--- config.mk ---
export PLATFORM = sky130hd
export DESIGN_NAME = tscan_top
export DESIGN_NICKNAME = d
export VERILOG_FILES = /design/src/rtl/tscan_pkg.sv /design/src/rtl/tscan_dpath.sv /design/src/rtl/tscan_ctrl.sv /design/src/rtl/tscan_top.sv
export SDC_FILE = /design/constraint.sdc
export NUM_CORES = 1
export LEC_CHECK = 0
export CORE_MARGIN = 2
export CORE_UTILIZATION = 24
export DETAILED_ROUTE_END_ITERATION = 8
export DONT_BUFFER_PORTS = 1
export PLACE_DENSITY = 0.45
export SYNTH_ARGS = -nofsm -noshare
export SYNTH_HDL_FRONTEND = slang
export SYNTH_SLANG_ARGS = --single-unit
--- constraint.sdc ---
create_clock -name clk -period 4.2 [get_ports clk]
set_clock_uncertainty 0.2 [all_clocks]
set_input_delay 0.84 -clock clk [delete_from_list [all_inputs] [get_ports clk]]
set_output_delay 0.84 -clock clk [all_outputs]
set_load 0.05 [all_outputs]
--- src/rtl/tscan_pkg.sv ---
package tscan_pkg;
  localparam int ADDR_W     = 3;
  localparam int NUM_CH     = 1 << ADDR_W;
  localparam int SAMP_W     = 12;
  localparam int RES_W      = 16;
  localparam int FRAME_BITS = 24;
  localparam int CMD_W      = 8;

  // strobes from the control FSM to the datapath
  typedef struct packed {
    logic              csOn;
    logic              bufClr;
    logic              frameGo;
    logic [CMD_W-1:0]  cmd;
    logic              accClr;
    logic              accAdd;
    logic              divGo;
    logic              resWr;
    logic [ADDR_W-1:0] resSlot;
  } ctrl_strobe_t;
endpackage

--- src/rtl/tscan_dpath.sv ---
module tscan_dpath
  import tscan_pkg::*;
#(
  parameter int CNT_W    = 8,
  parameter int HALF_DIV = 2
) (
  input  logic                    clk,
  input  logic                    rstN,
  input  ctrl_strobe_t            ctl,
  input  logic [CNT_W-1:0]        keepN,
  input  logic                    spiMiso,
  output logic                    spiSclk,
  output logic                    spiCsN,
  output logic                    spiMosi,
  output logic                    frameBusy,
  output logic                    frameDone,
  output logic                    divDone,
  output logic [NUM_CH*RES_W-1:0] resData
);
  localparam int DIV_CW  = (HALF_DIV > 1) ? $clog2(HALF_DIV) : 1;
  localparam int BIT_CW  = $clog2(FRAME_BITS + 1);
  localparam int SUM_W   = SAMP_W + CNT_W;
  localparam int NUM_W   = SUM_W + 1;
  localparam int STEP_W  = $clog2(NUM_W + 1);
  localparam logic [DIV_CW-1:0] DIV_LAST = DIV_CW'(HALF_DIV - 1);
  localparam logic [BIT_CW-1:0] BITS_END = BIT_CW'(FRAME_BITS);
  // data bits 14..3 arrive on rising edges 10..21 (bit count 9..20 before increment)
  localparam logic [BIT_CW-1:0] CAP_LO   = BIT_CW'(CMD_W + 1);
  localparam logic [BIT_CW-1:0] CAP_HI   = BIT_CW'(CMD_W + SAMP_W);

  logic [DIV_CW-1:0]     divCnt;
  logic [BIT_CW-1:0]     bitCnt;
  logic [FRAME_BITS-1:0] txSh;
  logic [SAMP_W-1:0]     rxSh;
  logic                  sclkQ;
  logic                  tick;

  assign tick = (divCnt == DIV_LAST);

  // ---------------- serial frame engine ----------------
  always_ff @(posedge clk or negedge rstN) begin
    if (!rstN) begin
      divCnt    <= '0;
      bitCnt    <= '0;
      txSh      <= '0;
      rxSh      <= '0;
      sclkQ     <= 1'b0;
      frameBusy <= 1'b0;
      frameDone <= 1'b0;
      spiCsN    <= 1'b1;
    end else begin
      frameDone <= 1'b0;
      spiCsN    <= ~ctl.csOn;
      if (ctl.frameGo) begin
        txSh      <= {ctl.cmd, {(FRAME_BITS-CMD_W){1'b0}}};
        frameBusy <= 1'b1;
        divCnt    <= '0;
        bitCnt    <= '0;
        sclkQ     <= 1'b0;
      end else if (frameBusy) begin
        if (tick) begin
          divCnt <= '0;
          if (!sclkQ) begin
            sclkQ  <= 1'b1;
            bitCnt <= bitCnt + 1'b1;
            if (bitCnt >= CAP_LO && bitCnt <= CAP_HI)
              rxSh <= {rxSh[SAMP_W-2:0], spiMiso};
          end else begin
            sclkQ <= 1'b0;
            if (bitCnt == BITS_END) begin
              frameBusy <= 1'b0;
              frameDone <= 1'b1;
            end else begin
              txSh <= {txSh[FRAME_BITS-2:0], 1'b0};
            end
          end
        end else begin
          divCnt <= divCnt + 1'b1;
        end
      end
    end
  end

  assign spiSclk = sclkQ;
  assign spiMosi = frameBusy & txSh[FRAME_BITS-1];

  // ---------------- accumulator ----------------
  logic [SUM_W-1:0] acc;
  always_ff @(posedge clk or negedge rstN) begin
    if (!rstN)           acc <= '0;
    else if (ctl.accClr) acc <= '0;
    else if (ctl.accAdd) acc <= acc + SUM_W'(rxSh);
  end

  // ---------------- round-up restoring divider ----------------
  logic [NUM_W-1:0]  divNum;
  logic [CNT_W-1:0]  divRem;
  logic [STEP_W-1:0] divStep;
  logic [CNT_W:0]    trial;
  logic              fits;

  assign trial = {divRem, divNum[NUM_W-1]};
  assign fits  = (trial >= {1'b0, keepN});

  always_ff @(posedge clk or negedge rstN) begin
    if (!rstN) begin
      divNum  <= '0;
      divRem  <= '0;
      divStep <= '0;
      divDone <= 1'b0;
    end else begin
      divDone <= 1'b0;
      if (ctl.divGo) begin
        divNum  <= NUM_W'(acc) + NUM_W'(keepN) - NUM_W'(1);
        divRem  <= '0;
        divStep <= STEP_W'(NUM_W);
      end else if (divStep != '0) begin
        divRem  <= fits ? CNT_W'(trial - {1'b0, keepN}) : CNT_W'(trial);
        divNum  <= {divNum[NUM_W-2:0], fits};
        divStep <= divStep - 1'b1;
        if (divStep == STEP_W'(1)) divDone <= 1'b1;
      end
    end
  end

  // ---------------- result buffer ----------------
  logic [RES_W-1:0] resBuf [NUM_CH];
  always_ff @(posedge clk or negedge rstN) begin
    if (!rstN) begin
      for (int i = 0; i < NUM_CH; i++) resBuf[i] <= '0;
    end else if (ctl.bufClr) begin
      for (int i = 0; i < NUM_CH; i++) resBuf[i] <= '0;
    end else if (ctl.resWr) begin
      resBuf[ctl.resSlot] <= RES_W'(divNum);
    end
  end

  for (genvar k = 0; k < NUM_CH; k++) begin : g_pack
    assign resData[k*RES_W +: RES_W] = resBuf[k];
  end

  // ---------------- assertions ----------------
  a_r2_sclk_idle_low: assert property (@(posedge clk) disable iff (!rstN)
    spiCsN |-> !spiSclk);
  a_r2_frame_under_cs: assert property (@(posedge clk) disable iff (!rstN)
    frameBusy |-> !spiCsN);
  a_r2_go_when_idle: assert property (@(posedge clk) disable iff (!rstN)
    ctl.frameGo |-> !frameBusy);
  a_r3_cmd_fields: assert property (@(posedge clk) disable iff (!rstN)
    ctl.frameGo |-> (ctl.cmd[7] && ctl.cmd[3:1] == 3'b000));
  a_r6_avg_range: assert property (@(posedge clk) disable iff (!rstN)
    ctl.resWr |-> (divNum < NUM_W'(1 << SAMP_W)));
endmodule

--- src/rtl/tscan_ctrl.sv ---
module tscan_ctrl
  import tscan_pkg::*;
#(
  parameter int CNT_W = 8
) (
  input  logic                    clk,
  input  logic                    rstN,
  input  logic                    start,
  input  logic [NUM_CH-1:0]       chanEn,
  input  logic [NUM_CH*CNT_W-1:0] skipFlat,
  input  logic [NUM_CH*CNT_W-1:0] ratioFlat,
  input  logic                    frameDone,
  input  logic                    divDone,
  output ctrl_strobe_t            ctl,
  output logic [CNT_W-1:0]        keepN,
  output logic                    busy,
  output logic                    done
);
  typedef enum logic [2:0] {
    ST_IDLE, ST_SEEK, ST_SEND, ST_WAITF, ST_ACC, ST_DIVS, ST_DIVW, ST_FIN
  } state_t;

  state_t            state;
  logic [NUM_CH-1:0] maskQ;
  logic [ADDR_W:0]   chIdx;
  logic [ADDR_W-1:0] slot;
  logic [CNT_W:0]    frmIdx;
  logic [CNT_W-1:0]  skipCur;
  logic [CNT_W-1:0]  keepCur;
  logic [CNT_W:0]    frmTotal;
  logic              lastFrm;
  logic              keepFrm;
  logic              chSel;
  logic              pastEnd;
  logic [CNT_W-1:0]  skipSel;
  logic [CNT_W-1:0]  ratioSel;

  assign pastEnd  = chIdx[ADDR_W];
  assign chSel    = !pastEnd && maskQ[chIdx[ADDR_W-1:0]];
  assign skipSel  = skipFlat[chIdx[ADDR_W-1:0]*CNT_W +: CNT_W];
  assign ratioSel = ratioFlat[chIdx[ADDR_W-1:0]*CNT_W +: CNT_W];
  assign frmTotal = {1'b0, skipCur} + {1'b0, keepCur};
  assign lastFrm  = (frmIdx == frmTotal - 1'b1);
  assign keepFrm  = (frmIdx >= {1'b0, skipCur});
  assign keepN    = keepCur;
  assign busy     = (state != ST_IDLE) && (state != ST_FIN);
  assign done     = (state == ST_FIN);

  always_comb begin
    ctl         = '0;
    ctl.csOn    = busy;
    ctl.cmd     = {1'b1, chIdx[ADDR_W-1:0], 3'b000, ~lastFrm};
    ctl.resSlot = slot;
    case (state)
      ST_IDLE:  ctl.bufClr  = start;
      ST_SEEK:  ctl.accClr  = chSel;
      ST_SEND:  ctl.frameGo = 1'b1;
      ST_ACC:   ctl.accAdd  = keepFrm;
      ST_DIVS:  ctl.divGo   = 1'b1;
      ST_DIVW:  ctl.resWr   = divDone;
      default:  ;
    endcase
  end

  always_ff @(posedge clk or negedge rstN) begin
    if (!rstN) begin
      state   <= ST_IDLE;
      maskQ   <= '0;
      chIdx   <= '0;
      slot    <= '0;
      frmIdx  <= '0;
      skipCur <= '0;
      keepCur <= CNT_W'(1);
    end else begin
      case (state)
        ST_IDLE: if (start) begin
          maskQ <= chanEn;
          chIdx <= '0;
          slot  <= '0;
          state <= ST_SEEK;
        end
        ST_SEEK: begin
          if (pastEnd) state <= ST_FIN;
          else if (chSel) begin
            skipCur <= skipSel;
            keepCur <= (ratioSel == '0) ? CNT_W'(1) : ratioSel;
            frmIdx  <= '0;
            state   <= ST_SEND;
          end else chIdx <= chIdx + 1'b1;
        end
        ST_SEND:  state <= ST_WAITF;
        ST_WAITF: if (frameDone) state <= ST_ACC;
        ST_ACC: begin
          if (lastFrm) state <= ST_DIVS;
          else begin
            frmIdx <= frmIdx + 1'b1;
            state  <= ST_SEND;
          end
        end
        ST_DIVS: state <= ST_DIVW;
        ST_DIVW: if (divDone) begin
          slot  <= slot + 1'b1;
          chIdx <= chIdx + 1'b1;
          state <= ST_SEEK;
        end
        default: state <= ST_IDLE;
      endcase
    end
  end

  a_r9_done_pulse: assert property (@(posedge clk) disable iff (!rstN)
    done |=> !done);
  a_r9_done_after_busy: assert property (@(posedge clk) disable iff (!rstN)
    done |-> $past(busy));
  a_r9_start_ignored: assert property (@(posedge clk) disable iff (!rstN)
    (busy && start) |=> (busy || done));
  a_r4_frame_bound: assert property (@(posedge clk) disable iff (!rstN)
    (state == ST_SEND) |-> (frmIdx < frmTotal));
  a_r7_keep_nonzero: assert property (@(posedge clk) disable iff (!rstN)
    (state == ST_SEND) |-> (keepCur != '0));
  a_r8_slot_order: assert property (@(posedge clk) disable iff (!rstN)
    ctl.resWr |-> ({1'b0, slot} <= chIdx));
endmodule

--- src/rtl/tscan_top.sv ---
module tscan_top
  import tscan_pkg::*;
#(
  parameter int CNT_W    = 8,
  parameter int HALF_DIV = 2
) (
  input  logic                    clk,
  input  logic                    rstN,
  input  logic                    start,
  input  logic [NUM_CH-1:0]       chanEn,
  input  logic [NUM_CH*CNT_W-1:0] skipCnt,
  input  logic [NUM_CH*CNT_W-1:0] osRatio,
  output logic                    busy,
  output logic                    done,
  output logic [NUM_CH*RES_W-1:0] resData,
  output logic                    spiSclk,
  output logic                    spiCsN,
  output logic                    spiMosi,
  input  logic                    spiMiso
);
  ctrl_strobe_t     ctl;
  logic [CNT_W-1:0] keepN;
  logic             frameBusy;
  logic             frameDone;
  logic             divDone;

  tscan_ctrl #(.CNT_W(CNT_W)) u_ctrl (
    .clk(clk), .rstN(rstN), .start(start), .chanEn(chanEn),
    .skipFlat(skipCnt), .ratioFlat(osRatio),
    .frameDone(frameDone), .divDone(divDone),
    .ctl(ctl), .keepN(keepN), .busy(busy), .done(done)
  );

  tscan_dpath #(.CNT_W(CNT_W), .HALF_DIV(HALF_DIV)) u_dpath (
    .clk(clk), .rstN(rstN), .ctl(ctl), .keepN(keepN), .spiMiso(spiMiso),
    .spiSclk(spiSclk), .spiCsN(spiCsN), .spiMosi(spiMosi),
    .frameBusy(frameBusy), .frameDone(frameDone), .divDone(divDone),
    .resData(resData)
  );

  a_r2_cs_released: assert property (@(posedge clk) disable iff (!rstN)
    done |=> spiCsN);
  a_r2_cs_held: assert property (@(posedge clk) disable iff (!rstN)
    (busy && $past(busy)) |-> !spiCsN);
endmodule

==> flow_metrics.env <==
export IMPL_status="complete, but fails checks"
export IMPL_failed_checks="negative hold slack"
export IMPL_numCtsBuffers=31
export IMPL_synth_ff_type="dfrtp_1"
export IMPL_fin_crit_sh_pct=87.1
export IMPL_grt_overflow_total=0
export IMPL_grt_total_usage_pct=13.3
export IMPL_worstMarginPinSlew_ps=1020
export IMPL_final_common_cell="nand2_1"
export IMPL_synth_area_mm2=0.0146
export IMPL_grt_start_max_net_pins=257
export IMPL_die_h_um=251
export IMPL_antenna_found_initial=1
export IMPL_ir_drop_v=0.000421
export IMPL_yosysWarnings=0
export IMPL_die_x_um=251
export IMPL_postCtsSetupRepairBufs=0
export IMPL_slew_violations=0
export IMPL_whs_ps=-256
export IMPL_start_util_pct=24.3
export IMPL_min_period_ps=3660
export IMPL_path_clk_slew_ps=60
export IMPL_die_area_mm2=0.0629
export IMPL_cts_sinks=256
export IMPL_drc=0
export IMPL_syn_inst=1602
export IMPL_clock_path_buffers=3
export IMPL_syn_nets=1831
export IMPL_dp_hpwl_mm=30.0
export IMPL_dr_wl_met2_mm=20.5
export IMPL_layout_drive_gt1_share_pct=9.29
export IMPL_wl_per_cell_um=18.0
export IMPL_area_growth_syn_to_layout_pct=12.2
export IMPL_cts_tree="yes"
export IMPL_ys_ff_latch=256
export IMPL_rows=90
export IMPL_drtAntennaViolNets=0
export IMPL_p_leak_nw=7.09
export IMPL_port_buffers=0
export IMPL_finalHoldViolations=254
export IMPL_clk_latency_ps=590
export IMPL_drt_iter0_drc=767
export IMPL_antenna_cells=0
export IMPL_syn_area_per_cell_um2=9.13
export IMPL_h_tree_depth=1
export IMPL_seq_area_mm2=0.00641
export IMPL_max_freq_mhz=273
export IMPL_async_reset_ff_share_pct=100
export IMPL_max_slew_margin_rel_pct=31.7
export IMPL_nets=1786
export IMPL_power_density_mw_per_mm2=719
export IMPL_crit_path_max_fanout=12
export IMPL_grt_pass1_vias=11100
export IMPL_ctsRootBufferMaster="clkbuf_16"
export IMPL_hp_class="primary input to async pin"
export IMPL_required_ps=4410
export IMPL_dr_pass1_iters=4
export IMPL_finalSetupViolCount=0
export IMPL_seq_area_frac_synth_pct=43.8
export IMPL_crit_arrival_ps=3870
export IMPL_start_kind="flip-flop"
export IMPL_dr_max_layer_used="met4"
export IMPL_met1_length_mm=18.8
export IMPL_vias=11100
export IMPL_final_cell_mix="372 x nand2_1, 253 x dfrtp_1, 175 x a21oi_1, 97 x inv_1, 85 x ha_1"
export IMPL_drv_cap=0
export IMPL_drt_wl_total_mm=42.6
export IMPL_nFillCells=6381
export IMPL_core_mm2=0.0602
export IMPL_vias_per_cell=4.69
export IMPL_wl_met3_mm=2.68
export IMPL_synth_edff_count=0
export IMPL_io_pins=273
export IMPL_path_class="flip-flop to flip-flop"
export IMPL_cp_end_kind="flip-flop"
export IMPL_rsz0062_at_grt="false"
export IMPL_tns_ps=0
export IMPL_cts_resized=0
export IMPL_place_gp_congestion=0.834
export IMPL_multi_input_area_mm2=0.00749
export IMPL_yosysTopAreaCellShare_pct=43.5
export IMPL_ys_types=70
export IMPL_yosys_area_top_type="dfrtp_1"
export IMPL_grt_pass1_wl_mm=66.5
export IMPL_synth_area_top_cells="dfrtp_1 43%, nand2_1 9.6%, ha_1 7.3%"
[area by class of cell]
cell class / count / share of cell area, %
flip-flops and latches: 256 / 39.1
well taps: 782 / 5.96
repair buffers: 18 / 0.900
inverters: 97 / 2.22
multi-input cells: 1153 / 45.6
clock buffers: 46 / 5.44
clock inverters: 12 / 0.778
[worst max-delay path, stage by stage (launching register included)]
cell and delay, ps:
dfstp_2 540, inv_1 70, ha_1 200, inv_1 50, ha_1 160, inv_1 60, fa_1 400, xnor2_1 210
xnor2_1 140, nand4_1 90, or4b_1 490, nor3_2 410, or2b_4 290, or4_1 150, a21oi_2 50
[synthesized netlist by cell type, drive strengths merged, types with 16 or more instances]
master	number
inv	97
ha	85
a21o	19
xnor2	31
mux2	22
o21ai	75
a21oi	177
xor2	21
nand2	373
nor2	67
nand3	28
nor3	23
buf	16
mux4	34
clkbuf	80
mux2i	31
dfrtp	254
[routing by layer]
metal	track usage [%]	vias up
li1	-	5401
met1	17.3	5336
met2	22.9	315
met3	2.99	43
met4	2.16	0
met5	0	-
[flip-flops by register name, indices dropped and copies added, names as in the netlist, 3 cells and up]
register / cells
u_dpath.resData: 128
u_dpath.divNum: 21
u_dpath.acc: 20
u_dpath.rxSh: 12
u_ctrl.frmIdx: 9
u_ctrl.keepN: 8
u_ctrl.maskQ: 8
u_ctrl.skipCur: 8
u_dpath.divRem: 8
u_dpath.txSh: 8
u_dpath.bitCnt: 5
u_dpath.divStep: 5
u_ctrl.chIdx: 4
u_ctrl.slot: 3
u_ctrl.state: 3
[where the power goes]
group	leakage (nW)	internal (mW)	switching, mW	total (mW)
combinational	3.20	2.07	2.49	4.56
clock	0.505	1.59	1.09	2.68
sequential	3.39	3.02	1.54	4.55
[path summary, 6_finish.rpt]
| path | cells after the start | slack, ps | start | endpoint |
|---|---|---|---|---|
| max reg2reg | 14 | 540 | u_ctrl.keepN[0] | u_ctrl.frmIdx[5] |
| max in group asynchronous | 0 | 3630 | rstN | u_dpath.spiCsN |
| min | 0 | -260 | rstN | u_dpath.resData[11] |
| min in group clk | 1 | 210 | chanEn[1] | u_ctrl.maskQ[1] |
| min reg2reg | 2 | 280 | u_ctrl.keepN[7] | u_ctrl.keepN[7] |
| max | 14 | 540 | u_ctrl.keepN[0] | u_ctrl.frmIdx[5] |
[per-stage QoR]
step	cell area, um^2	power (mW)	setup slack, ps	util, %	instances
detailed placement	15400	9.20	552	25.5	2306
global placement	15400	9.15	600	25.5	2306
floorplan	14600	7.91	921	-	1602
CTS	16400	12.0	542	27.2	2364
global route	16400	12.7	248	27.2	2364
finish	16400	11.8	543	27.2	2364
[cells by family after synthesis]
group,after synthesis,share of synthesized area [%]
mux,87,9.06
flops,256,43.8
xor+xnor,52,3.12
compound gates,351,14.1
simple gates,574,16.9
buf+inv,193,5.10
fa+ha+maj,89,7.82
No activity file was read; power rests on OpenSTA's default activity.
